**src/rtl/pit64_pkg.sv**
```systemverilog
`timescale 1ns/1ps
package pit64_pkg;
    localparam int REG_AW = 6;

    localparam logic [REG_AW-1:0] OFS_CTRL   = 6'h00;
    localparam logic [REG_AW-1:0] OFS_MODE   = 6'h04;
    localparam logic [REG_AW-1:0] OFS_PER_LO = 6'h08;
    localparam logic [REG_AW-1:0] OFS_PER_HI = 6'h0C;
    localparam logic [REG_AW-1:0] OFS_IRQ_EN = 6'h10;
    localparam logic [REG_AW-1:0] OFS_STATUS = 6'h18;
    localparam logic [REG_AW-1:0] OFS_CNT_LO = 6'h20;
    localparam logic [REG_AW-1:0] OFS_CNT_HI = 6'h24;

    localparam int CTRL_GO_BIT   = 0;
    localparam int CTRL_SRST_BIT = 8;
    localparam int MODE_CONT_BIT = 0;
    localparam int MODE_PSC_LSB  = 8;

    typedef enum logic {
        ST_STOPPED,
        ST_COUNTING
    } run_state_e;
endpackage

```
**src/rtl/pit64_prescaler.sv**
```systemverilog
`timescale 1ns/1ps
// Divides the clock by divider+1 while enabled; restart re-phases it.
module pit64_prescaler #(
    parameter int PSC_W = 4
) (
    input  logic             clk,
    input  logic             rst_n,
    input  logic             restart,
    input  logic             enable,
    input  logic [PSC_W-1:0] divider,
    output logic             tick
);
    logic [PSC_W-1:0] phase_q;

    // >= keeps the divider safe if it is lowered while counting
    assign tick = enable && (phase_q >= divider);

    always_ff @(posedge clk or negedge rst_n) begin
        if (!rst_n) begin
            phase_q <= '0;
        end else if (restart || !enable || tick) begin
            phase_q <= '0;
        end else begin
            phase_q <= phase_q + PSC_W'(1);
        end
    end
endmodule

```
**src/rtl/pit64_counter.sv**
```systemverilog
`timescale 1ns/1ps
// Main count register with its committed period and match/wrap logic.
module pit64_counter #(
    parameter int CNT_W = 64
) (
    input  logic             clk,
    input  logic             rst_n,
    input  logic             clear_all,
    input  logic             load,
    input  logic [CNT_W-1:0] staged_period,
    input  logic             tick,
    output logic [CNT_W-1:0] count,
    output logic [CNT_W-1:0] active_period,
    output logic             wrap
);
    logic [CNT_W-1:0] count_q;
    logic [CNT_W-1:0] period_q;

    assign wrap          = tick && (count_q == period_q);
    assign count         = count_q;
    assign active_period = period_q;

    always_ff @(posedge clk or negedge rst_n) begin
        if (!rst_n) begin
            count_q  <= '0;
            period_q <= '0;
        end else if (clear_all) begin
            count_q  <= '0;
            period_q <= '0;
        end else if (load) begin
            count_q  <= '0;
            period_q <= staged_period;
        end else if (tick) begin
            count_q  <= wrap ? '0 : count_q + CNT_W'(1);
        end
    end
endmodule

```
**src/rtl/pit64_ctrl.sv**
```systemverilog
`timescale 1ns/1ps
// Run/stop sequencer.
module pit64_ctrl
    import pit64_pkg::*;
(
    input  logic clk,
    input  logic rst_n,
    input  logic go_cmd,
    input  logic srst_cmd,
    input  logic wrap,
    input  logic continuous,
    output logic running,
    output logic load,
    output logic clear_all
);
    run_state_e state_q, state_d;

    always_ff @(posedge clk or negedge rst_n) begin
        if (!rst_n) begin
            state_q <= ST_STOPPED;
        end else begin
            state_q <= state_d;
        end
    end

    always_comb begin
        state_d = state_q;
        unique case (state_q)
            ST_STOPPED: begin
                if (go_cmd) state_d = ST_COUNTING;
            end
            ST_COUNTING: begin
                if (!go_cmd && wrap && !continuous) state_d = ST_STOPPED;
            end
        endcase
        if (srst_cmd) state_d = ST_STOPPED;
    end

    always_comb begin
        running   = (state_q == ST_COUNTING);
        load      = go_cmd && !srst_cmd;
        clear_all = srst_cmd;
    end
endmodule

```
**src/rtl/pit64_regs.sv**
```systemverilog
`timescale 1ns/1ps
// Register file: decode, configuration, elapsed flag, count shadow, read mux.
module pit64_regs
    import pit64_pkg::*;
#(
    parameter int DATA_W = 32,
    parameter int PSC_W  = 4,
    localparam int CNT_W = 2 * DATA_W
) (
    input  logic              clk,
    input  logic              rst_n,
    input  logic              wr_en,
    input  logic              rd_en,
    input  logic [REG_AW-1:0] addr,
    input  logic [DATA_W-1:0] wdata,
    output logic [DATA_W-1:0] rdata,
    input  logic [CNT_W-1:0]  count,
    input  logic              wrap,
    output logic              go_cmd,
    output logic              srst_cmd,
    output logic              continuous,
    output logic [PSC_W-1:0]  psc,
    output logic [CNT_W-1:0]  staged_period,
    output logic              elapsed_flag,
    output logic              irq
);
    logic              cont_q;
    logic [PSC_W-1:0]  psc_q;
    logic [DATA_W-1:0] per_lo_q;
    logic [DATA_W-1:0] per_hi_q;
    logic              ien_q;
    logic              flag_q;
    logic [DATA_W-1:0] shadow_q;
    logic              ctrl_wr;
    logic              rd_status;
    logic              rd_cnt_lo;

    assign ctrl_wr   = wr_en && (addr == OFS_CTRL);
    assign go_cmd    = ctrl_wr && wdata[CTRL_GO_BIT];
    assign srst_cmd  = ctrl_wr && wdata[CTRL_SRST_BIT];
    assign rd_status = rd_en && (addr == OFS_STATUS);
    assign rd_cnt_lo = rd_en && (addr == OFS_CNT_LO);

    assign continuous    = cont_q;
    assign psc           = psc_q;
    assign staged_period = {per_hi_q, per_lo_q};
    assign elapsed_flag  = flag_q;
    assign irq           = flag_q && ien_q;

    always_ff @(posedge clk or negedge rst_n) begin
        if (!rst_n) begin
            cont_q   <= 1'b0;
            psc_q    <= '0;
            per_lo_q <= '0;
            per_hi_q <= '0;
            ien_q    <= 1'b0;
            flag_q   <= 1'b0;
            shadow_q <= '0;
        end else if (srst_cmd) begin
            cont_q   <= 1'b0;
            psc_q    <= '0;
            per_lo_q <= '0;
            per_hi_q <= '0;
            ien_q    <= 1'b0;
            flag_q   <= 1'b0;
            shadow_q <= '0;
        end else begin
            if (wr_en) begin
                case (addr)
                    OFS_MODE: begin
                        cont_q <= wdata[MODE_CONT_BIT];
                        psc_q  <= wdata[MODE_PSC_LSB +: PSC_W];
                    end
                    OFS_PER_LO: per_lo_q <= wdata;
                    OFS_PER_HI: per_hi_q <= wdata;
                    OFS_IRQ_EN: ien_q    <= wdata[0];
                    default: ;
                endcase
            end
            // a wrap on the clearing edge keeps the flag set
            if (wrap) begin
                flag_q <= 1'b1;
            end else if (rd_status) begin
                flag_q <= 1'b0;
            end
            if (rd_cnt_lo) begin
                shadow_q <= count[CNT_W-1:DATA_W];
            end
        end
    end

    always_comb begin
        rdata = '0;
        case (addr)
            OFS_MODE: begin
                rdata[MODE_CONT_BIT]          = cont_q;
                rdata[MODE_PSC_LSB +: PSC_W] = psc_q;
            end
            OFS_PER_LO: rdata    = per_lo_q;
            OFS_PER_HI: rdata    = per_hi_q;
            OFS_IRQ_EN: rdata[0] = ien_q;
            OFS_STATUS: rdata[0] = flag_q;
            OFS_CNT_LO: rdata    = count[DATA_W-1:0];
            OFS_CNT_HI: rdata    = shadow_q;
            default:    rdata    = '0;
        endcase
    end
endmodule

```
**src/rtl/pit64_timer.sv**
```systemverilog
`timescale 1ns/1ps
module pit64_timer
    import pit64_pkg::*;
#(
    parameter int DATA_W = 32,
    parameter int PSC_W  = 4
) (
    input  logic              clk,
    input  logic              rst_n,
    input  logic              wr_en,
    input  logic              rd_en,
    input  logic [REG_AW-1:0] addr,
    input  logic [DATA_W-1:0] wdata,
    output logic [DATA_W-1:0] rdata,
    output logic              irq
);
    localparam int CNT_W = 2 * DATA_W;

    logic             go_cmd;
    logic             srst_cmd;
    logic             continuous;
    logic [PSC_W-1:0] psc;
    logic [CNT_W-1:0] staged_period;
    logic [CNT_W-1:0] active_period;
    logic [CNT_W-1:0] count_q;
    logic             elapsed_flag;
    logic             running;
    logic             load;
    logic             clear_all;
    logic             tick;
    logic             wrap;

    pit64_regs #(.DATA_W(DATA_W), .PSC_W(PSC_W)) u_regs (
        .clk          (clk),
        .rst_n        (rst_n),
        .wr_en        (wr_en),
        .rd_en        (rd_en),
        .addr         (addr),
        .wdata        (wdata),
        .rdata        (rdata),
        .count        (count_q),
        .wrap         (wrap),
        .go_cmd       (go_cmd),
        .srst_cmd     (srst_cmd),
        .continuous   (continuous),
        .psc          (psc),
        .staged_period(staged_period),
        .elapsed_flag (elapsed_flag),
        .irq          (irq)
    );

    pit64_ctrl u_ctrl (
        .clk       (clk),
        .rst_n     (rst_n),
        .go_cmd    (go_cmd),
        .srst_cmd  (srst_cmd),
        .wrap      (wrap),
        .continuous(continuous),
        .running   (running),
        .load      (load),
        .clear_all (clear_all)
    );

    pit64_prescaler #(.PSC_W(PSC_W)) u_psc (
        .clk    (clk),
        .rst_n  (rst_n),
        .restart(load || clear_all),
        .enable (running),
        .divider(psc),
        .tick   (tick)
    );

    pit64_counter #(.CNT_W(CNT_W)) u_cnt (
        .clk          (clk),
        .rst_n        (rst_n),
        .clear_all    (clear_all),
        .load         (load),
        .staged_period(staged_period),
        .tick         (tick),
        .count        (count_q),
        .active_period(active_period),
        .wrap         (wrap)
    );
endmodule

```
**config.mk**
```make
export PLATFORM = sky130hd
export DESIGN_NAME = pit64_timer
export DESIGN_NICKNAME = d
export VERILOG_FILES = /design/src/rtl/pit64_pkg.sv /design/src/rtl/pit64_prescaler.sv /design/src/rtl/pit64_counter.sv /design/src/rtl/pit64_ctrl.sv /design/src/rtl/pit64_regs.sv /design/src/rtl/pit64_timer.sv
export SDC_FILE = /design/constraint.sdc
export NUM_CORES = 1
export LEC_CHECK = 0
export ABC_CLOCK_PERIOD_IN_PS = 4450
export BUFFER_PORTS_ARGS = -buffer_cell sky130_fd_sc_hd__buf_4
export CAP_MARGIN = 5
export CORE_MARGIN = 2
export CORE_UTILIZATION = 40
export DETAILED_ROUTE_END_ITERATION = 12
export REMOVE_ABC_BUFFERS = 1
export SYNTH_ARGS = -nofsm -noshare
export SYNTH_HDL_FRONTEND = slang
export SYNTH_SLANG_ARGS = --single-unit
```
**constraint.sdc**
```tcl
create_clock -name clk -period 4.45 [get_ports clk]
set_clock_uncertainty 0.2 [all_clocks]
set_input_delay 0.89 -clock clk [delete_from_list [all_inputs] [get_ports clk]]
set_output_delay 0.89 -clock clk [all_outputs]
set_load 0.01 [all_outputs]
```
# After elaboration in Yosys (flattened, before gate mapping)
# Cells that the tools add are included.
dict set report totals {
  mem_bits_ro 0
  ram_bits 0
  register_bits 236
  output_inout_bits 33
  latch_bits 0
  n_memories 0
}
dict set report op_classes {
  n_bitwise 1
  n_div 0
  magnitude_cmp 1
  shifts 0
  eq_ne 8
  add_sub_neg 2
  reduce_logical 32
  muxes 35
  n_mul 0
}
# cell count
set op_table {}
lappend op_table {{64-bit 2-to-1 mux} 6}
lappend op_table {{32-bit 2-to-1 mux} 8}
lappend op_table {{20-bit case mux with 4 select lines} 1}
lappend op_table {{64-bit by 1-bit adder with 64-bit output, second input constant} 1}
lappend op_table {{64-bit == test} 1}
lappend op_table {{7-bit case mux with 4 select lines} 1}
lappend op_table {{4-bit case mux with 5 select lines} 1}
lappend op_table {{4-bit 2-to-1 mux} 4}
lappend op_table {{2-bit nonzero test} 7}
lappend op_table {{6-bit by 4-bit == test with 1-bit output, second input constant} 2}
lappend op_table {{6-bit by 5-bit == test with 1-bit output, second input constant} 2}
lappend op_table {{6-bit == test, second input constant} 2}
lappend op_table {{1-bit 2-to-1 mux} 12}
lappend op_table {{1-bit logical AND} 11}
lappend op_table {{2-bit AND reduction} 4}
lappend op_table {{1-bit case mux with 7 select lines} 1}
lappend op_table {{6-bit by 3-bit == test with 1-bit output, second input constant} 1}
lappend op_table {{6-bit logical NOT} 1}
lappend op_table {{3-bit nonzero test} 2}
lappend op_table {{4-bit by 1-bit adder with 4-bit output, second input constant} 1}
lappend op_table {{4-bit >= comparator} 1}
lappend op_table {{1-bit logical NOT} 4}
lappend op_table {{1-bit logical OR} 3}
lappend op_table {{1-bit case mux with 2 select lines} 1}
lappend op_table {{1-bit NOT} 1}

# Logic depth before layout (Yosys ltp)
# Gate-level depths: netlist (run 1).
dict set report logic_depth {
  ltp_word 9
  ltp_mapped 10
  ltp_nobuf 8
}

# Modules after synthesis
# Synthesis (run 1) repeated with hierarchy kept, for this count alone.
dict set report unflattened {
  cells_unflattened 1178
  area_unflattened_um2 12268.0
}
# module instances area_each_um2 cells_per_inst seq_area_each_um2
set modules_own_cells {}
lappend modules_own_cells {pit64_counter 1 6790.3 692 3203.1}
lappend modules_own_cells {pit64_regs 1 5134.9 452 2577.5}
lappend modules_own_cells {pit64_prescaler 1 271.5 27 100.1}
lappend modules_own_cells {pit64_ctrl 1 65.1 6 25.0}
lappend modules_own_cells {pit64_timer 1 6.3 1 0.0}

# Worst setup path after synthesis (run 1)
# No wires, ideal clock.
dict set report synth_path {
  kind {input-to-output}
  startpoint {input port addr[2]}
  endpoint {output port rdata[10]}
  arrival_ps 2411
  cell_stages 7
  setup_slack_ps 949
  n_path_buf 3
  path_cell_list {clkbuf_1 -> nor2b_1 -> and3_1 -> clkbuf_1 -> clkbuf_1 -> a22oi_1 -> o21ai_0}
}
dict set report synth_via {
  elab_chain_len 2
  elab_cells_between_ends 6
}
# item line
set synth_lines {}
lappend synth_lines {{start, declared} pit64_timer.sv:12} ;# input logic [REG_AW-1:0] addr,
lappend synth_lines {{6-bit == test (tied with other cells)} pit64_regs.sv:94} ;# case (addr)
lappend synth_lines {{4-bit case mux with 5 select lines (*)} pit64_regs.sv:94}
lappend synth_lines {{end, declared} pit64_timer.sv:14} ;# output logic [DATA_W-1:0] rdata,
# Mark *: on every way between the ends. The rest lies on a longest branch, timed or not.

# Worst setup path in the final report (run 1)
dict set report layout_path {
  startpoint {register u_cnt.count_q[6], in the netlist u_cnt.count[6]}
  endpoint {register u_cnt.count_q[31], in the netlist u_cnt.count[31]}
}
dict set report layout_via {
  elab_chain_len 6
  elab_cells_between_ends 7
}
# item line
set layout_lines {}
lappend layout_lines {{start, declared} pit64_counter.sv:16} ;# logic [CNT_W-1:0] count_q;
lappend layout_lines {{start signal, assigned} pit64_counter.sv:34} ;# count_q <= wrap ? '0 : count_q + CNT_W'(1);
lappend layout_lines {{parallel branches: the longest is 2 deep, another holds 64-bit by 1-bit adder with 64-bit output} n/a}
lappend layout_lines {{64-bit 2-to-1 mux (*)} pit64_counter.sv:34}
lappend layout_lines {{64-bit 2-to-1 mux (*)} pit64_counter.sv:33} ;# end else if (tick) begin
lappend layout_lines {{64-bit 2-to-1 mux (*)} pit64_counter.sv:30} ;# end else if (load) begin
lappend layout_lines {{64-bit 2-to-1 mux (*)} pit64_counter.sv:27} ;# end else if (clear_all) begin
# Every way passes the cells marked *. The select of a mux whose other input is x is not followed.
# A chain may end at the register's enable or synchronous reset.

==> run_results.csv, run 1 <==
group,metric,value,unit
place,dp_hpwl,23500,um
route,first_pass_iters,5,
timing,final_hold_viol_count,0,
job,maxCapViolCount,0,
final_layout,areaGrowthSynthToFinish,16.0,%
synthesis,synth_compound_area_frac,0.144,
synthesis,seq_area_frac_synth,0.507,
grt,grt_max_degree,108,
floorplanning,floorplan.initialDensity,0.406,
timing,finalCritPeriodShare,0.883,
synthesis,yosys_warnings,0,
synthesis,synth_cells,1204,
final_layout,final_cell_mix,"236 x dfrtp_1, 199 x nand2_1, 110 x xnor2_1",
synthesis,synth_cell_types,52,
synthesis,synth_area_per_cell,9.68,um^2
synthesis,synth_xor_area_frac,0.0887,
grt,antenna_found_initial,0,
worst_setup_path,cp.arrival,4.13,ns
grt,grt_first_pass_wirelength,54700,um
place,gp_congestion,0.925,
power,p_clk_frac,0.442,
final_layout,num_antenna_cells,0,
synthesis,synth_fa_ha_area_frac,0.00644,
final_layout,drive_gt1_frac,0.138,
grt,grt_overflow,0,
power,power.density,381,mW/mm^2
worst_setup_path,cp-start-kind,"flop",
timing,setup_violations,0,
power,leakagePower,5.92,nW
floorplanning,die_area,0.0305,mm^2
clock_tree,postCtsHoldBufs,0,
power,p_seq_frac,0.467,
floorplanning,ioPinCount,75,
floorplanning,fp.dieH,175,um
synthesis,synthTopCellsByArea,"dfrtp_1 51%, xnor2_1 8.3%, nand2_1 6.4%",
timing,grt_setup_unrepaired,"false",
synthesis,synthFlopType,"dfrtp_1",
timing,worst_pin_slew,1.08,ns
synthesis,synth_top_area_share,0.507,
final_layout,layout.nets,1297,
timing,period_needed,3.93,ns
timing,drv_slew,0,
route,remaining_drc_errors,0,
clock_tree,clock_latency,0.53,ns
power,switching_share,0.249,
power,max-vdd-ir-drop,0.269,mV
synthesis,synth_top_cell_by_area,"dfrtp_1",
final_layout,final_common_cell,"dfrtp_1",
clock_tree,cts_tree,"done",
clock_tree,post_cts_buffers,0,
worst_setup_path,cp.required,4.65,ns
final_layout,post-route-util,0.471,
worst_setup_path,worstSetupPathType,"reg2reg",
synthesis,synthArstFlopShare,1.00,
clock_tree,cts_buffers,26,
route,vias,9280,
route,drt_iter0_drc,783,
route,wl_per_cell,20.5,um
grt,first_global_vias,9413,
power,internal_power,3.87,mW
power,p_switching,1.28,mW
worst_setup_path,r2r_setup_slack,0.52,ns
worst_setup_path,critPathMaxFanout,42,
hold_path,hp-class,"in2async",
synthesis,synth_edf_count,0,
timing,max_freq,0.255,GHz
status,status,"completed",
route,ant_nets,0,
clock_tree,clock_path_buffers,3,
floorplanning,core_area,0.0287,mm^2
place,numPortBuffers,74,
synthesis,synthMuxAreaShare,0.0284,
worst_setup_path,end_kind,"flop",
floorplanning,num_rows,62,
clock_tree,post_cts_resized,0,
synthesis,ys_seq_elements,236,
clock_tree,root_buffer,"clkbuf_16",
synthesis,synth_area,0.0116,mm^2
synthesis,synthSimpleGateAreaFrac,0.191,
timing,max-slew-margin-rel,0.275,
synthesis,synth_top_family_by_area,"simple AND/OR/NAND/NOR gates",
route,wirelength,33800,um
power,power_frac_comb,0.091,
floorplanning,die_w,175,um
grt,grt_usage,0.226,
clock_tree,ctsHtreeMaxLevel,1,
power,power,5.15,mW
clock_tree,clkTransAtPathRegs,0.06,ns
clock_tree,clock_sinks,236,
route,drt-vias-per-instance,5.62,
[state kept, by name, indices dropped and copies added, names as in the netlist, 4 cells and up]
name	count
u_cnt.active_period	64
u_cnt.count	64
u_regs.per_hi_q	32
u_regs.per_lo_q	32
u_regs.shadow_q	32
u_psc.phase_q	4
u_regs.psc	4
[area by class of cell]
cell class              instances  area, um^2
flip-flops and latches        236        5910
repair buffers                104         801
clock inverters                11         158
clock buffers                  36         749
well taps                     384         480
fillers                      2806       15200
multi-input cells             870        5380
inverters                      11        41.3
[cells by family (layout without fill, tap and decap cells)]
group           Yosys count  in the layout
simple gates            468            468
compound gates          245            245
flops                   236            236
xor+xnor                118            118
buf+inv                  98            162
mux                      33             33
fa+ha+maj                 6              6
[stage by stage]
step | setup TNS [ns] | area (um^2) | std cells | setup slack [ns] | hold slack, ns
after global placement | 0 | 12600 | 1605 | 0.553 | 0.287
final | 0 | 13500 | 1652 | 0.521 | 0.220
after floorplan | -116.95 | 11300 | 1117 | -1.29 | 0.250
after CTS | 0 | 13500 | 1652 | 0.611 | 0.250
after global routing | 0 | 13500 | 1652 | 0.446 | 0.286
after detailed placement | 0 | 12600 | 1605 | 0.499 | 0.288
[worst max-delay path, cell delays in order, from the launching register on]
cell	delay, ns
dfrtp_1	0.45
xnor2_1	0.52
nand4_1	0.18
nor4_1	0.54
nand4_1	0.43
o21ai_4	0.97
buf_4	0.40
nor2_1	0.09
[worst paths after layout]
| kind | startpoint | depth (start not counted) | endpoint |
|---|---|---|---|
| min in group clk | u_psc.phase_q[0] | 1 | u_psc.phase_q[0] |
| max reg2reg | u_cnt.count[6] | 7 | u_cnt.count[31] |
| min | rst_n | 1 | u_regs.per_hi_q[5] |
| max in group asynchronous | rst_n | 2 | u_cnt.count[45] |
| min reg2reg | u_psc.phase_q[0] | 1 | u_psc.phase_q[0] |
| max | u_cnt.count[6] | 7 | u_cnt.count[31] |
[power by group through the flow]
stage               combinational, mW  clock, mW  sequential, mW
floorplan                       0.256          0            2.41
global placement                0.462          0            2.44
detailed placement              0.472          0            2.44
CTS                             0.475       2.32            2.41
global route                    0.534       2.41            2.43
finish                          0.467       2.28            2.41
[Yosys cell counts (all sizes together), types with 2 or more instances]
library cell,number
a21oi,52
a221o,26
a22o,68
a22oi,5
and2,4
and3,7
and4,8
buf,10
clkbuf,77
dfrtp,236
ha,6
inv,11
mux2i,33
nand2,200
nand2b,3
nand3,26
nand4,39
nor2,107
nor3,21
nor3b,4
nor4,27
nor4b,4
o21a,2
o21ai,85
or2,4
or3,9
or4,2
xnor2,110
xor2,8
[routing by layer]
layer	global-route usage	vias up	share of wire
li1	-	4320	-
met1	0.325	4624	0.46
met2	0.352	272	0.46
met3	0.0320	64	0.051
met4	0.0747	0	0.034
met5	0	-	0
Note: power is estimated with default switching activity, not from simulation.
==> run 2: changes to the inputs <==
--- a/config.mk
+++ b/config.mk
@@ -10,6 +10,7 @@
 export CAP_MARGIN = 5
 export CORE_MARGIN = 2
-export CORE_UTILIZATION = 40
+export CORE_UTILIZATION = 61
 export DETAILED_ROUTE_END_ITERATION = 12
+export PLACE_DENSITY = 0.8
 export REMOVE_ABC_BUFFERS = 1
 export SYNTH_ARGS = -nofsm -noshare
--- a/constraint.sdc
+++ b/constraint.sdc
@@ -3,3 +3,3 @@
 set_input_delay 0.89 -clock clk [delete_from_list [all_inputs] [get_ports clk]]
 set_output_delay 0.89 -clock clk [all_outputs]
-set_load 0.01 [all_outputs]
+set_load 0.02 [all_outputs]
==> run 2 against run 1 <==
  * Worst hold slack better by 0.0064 ns
  * Die area is 34% lower
  * Design area is 1.1% lower
  * Utilization is 24 points higher
  * Via count is 3.9% higher
  * Combinational power is 3% lower
  * Sequential power hardly changed
  * Count of clock-buffer cells in the layout stayed put
  * First-iteration DRC count is 25% higher
  * Final cell count is 9.4% lower
  * Sequential share of layout area is 0.49 points higher
  * Largest power group unchanged
==> run_results.csv, run 2 (synthesis gave the netlist of run 1 again) <==
group,metric,value,unit
clock_tree,clock_sinks,236,
final_layout,areaGrowthSynthToFinish,14.7,%
power,power,5.26,mW
final_layout,fill_cells,1367,
worst_setup_path,r2r_setup_slack,0.77,ns
clock_tree,postCtsHoldBufs,0,
route,drt_iter0_drc,979,
clock_tree,ctsHtreeMaxLevel,1,
worst_setup_path,cp.required,3.36,ns
place,dp_hpwl,21600,um
floorplanning,core_area,0.0187,mm^2
route,ant_nets,0,
power,p_seq_frac,0.461,
final_layout,drive_gt1_frac,0.137,
power,power_frac_comb,0.086,
grt,grt_usage,0.331,
floorplanning,fp.dieH,142,um
place,dp.cells,1452,
grt,grt_first_pass_wirelength,52200,um
timing,setup_violations,0,
floorplanning,ioPinCount,75,
worst_setup_path,cp-start-kind,"input pin",
timing,hold_ws,0.226,ns
route,first_pass_iters,6,
clock_tree,cts_buffers,26,
route,drt-vias-per-instance,6.44,
power,switching_share,0.247,
final_layout,final_cells,1497,
power,internal_power,3.96,mW
place,numPortBuffers,74,
route,wirelength,32400,um
route,remaining_drc_errors,0,
grt,grt_overflow,0,
power,p_switching,1.30,mW
timing,max_freq,0.270,GHz
route,wl_per_cell,21.7,um
place,dpl_cell_area,0.0124,mm^2
floorplanning,floorplan.initialDensity,0.623,
worst_setup_path,critPathMaxFanout,34,
grt,met1_usage,0.459,
timing,max-slew-margin-rel,0.360,
final_layout,final_area,0.0134,mm^2
place,gp_congestion,0.933,
hold_path,hp-class,"in2async",
grt,grt_max_degree,114,
timing,fin_ws,0.752,ns
clock_tree,cts_tree,"done",
timing,drv_slew,0,
floorplanning,die_w,142,um
worst_setup_path,worstSetupPathType,"in2out",
power,max-vdd-ir-drop,0.334,mV
floorplanning,die_area,0.0202,mm^2
final_layout,post-route-util,0.714,
floorplanning,num_rows,50,
final_layout,layout.nets,1294,
status,status,"completed",
clock_tree,clock_latency,0.53,ns
timing,finalCritPeriodShare,0.831,
final_layout,num_antenna_cells,0,
grt,use_met3,0.0599,
final_layout,final_cell_mix,"236 x dfrtp_1, 199 x nand2_1, 110 x xnor2_1",
clock_tree,post_cts_buffers,0,
place,dp_slack,0.774,ns
power,power.density,394,mW/mm^2
job,maxCapViolCount,0,
timing,fin_setup_tns,0,ns
worst_setup_path,end_kind,"output port",
grt,antenna_found_initial,0,
route,vias,9643,
grt,grtUsageMet2,0.525,
timing,period_needed,3.70,ns
clock_tree,root_buffer,"clkbuf_16",
timing,grt_setup_unrepaired,"false",
final_layout,final_common_cell,"dfrtp_1",
final_layout,seq_area,0.00591,mm^2
grt,busiest_layer,"met2",
final_layout,multi_input_area,0.00538,mm^2
power,p_clk_frac,0.453,
clock_tree,post_cts_resized,0,
timing,final_hold_viol_count,0,
clock_tree,clkTransAtPathRegs,0.06,ns
timing,worst_pin_slew,0.956,ns
grt,first_global_vias,9533,
clock_tree,clock_path_buffers,3,
power,leakagePower,5.93,nW
worst_setup_path,cp.arrival,2.61,ns
[run 2: changes by cell type in the layout (fill, tap and decap cells not counted), sizes merged]
cell	change
clkinv	-4
buf	-3
bufinv	+1
clkinvlp	+1
[run 2: final timing paths]
| check | depth (start not counted) | from | to |
|---|---|---|---|
| max in group asynchronous | 2 | rst_n | u_cnt.active_period[19] |
| worst max register to register | 7 | u_cnt.count[59] | u_cnt.count[53] |
| worst min register to register | 2 | u_regs.ien_q | u_regs.ien_q |
| worst min-delay path | 1 | rst_n | u_regs.per_hi_q[16] |
| min in group clk | 2 | u_regs.ien_q | u_regs.ien_q |
| worst max-delay path | 8 | addr[4] | rdata[8] |
[run 2: worst max-delay path: stages]
cell	delay (ns)
buf_4	0.12
nor3_1	0.42
nand2_1	0.12
nor3_2	0.11
buf_4	0.42
a22oi_1	0.19
o21ai_0	0.14
buf_4	0.18
[run 2: power by group through the flow]
| stage | registers, mW | clock network (mW) | logic [mW] |
|---|---|---|---|
| 6_report | 2.43 | 2.38 | 0.452 |
| 5_1_grt | 2.44 | 2.49 | 0.509 |
| 4_1_cts | 2.42 | 2.40 | 0.451 |
| 3_5_place_dp | 2.46 | 0 | 0.448 |
| 3_3_place_gp | 2.45 | 0 | 0.430 |
| 2_1_floorplan | 2.41 | 0 | 0.259 |
[run 2: area by class of cell]
| class | count | share of cell area |
|---|---|---|
| multi-input combinational | 870 | 0.402 |
| clock buffer | 36 | 0.0583 |
| inverter | 11 | 0.00309 |
| sequential | 236 | 0.442 |
| tap | 234 | 0.0219 |
| timing repair buffer | 101 | 0.0592 |
| clock inverter | 9 | 0.0131 |
[run 2: routing by layer]
layer  vias up  share of wire
met1      4778           0.41
met5         -              0
met2       459           0.47
li1       4313              -
met3        93          0.079
met4         0          0.038
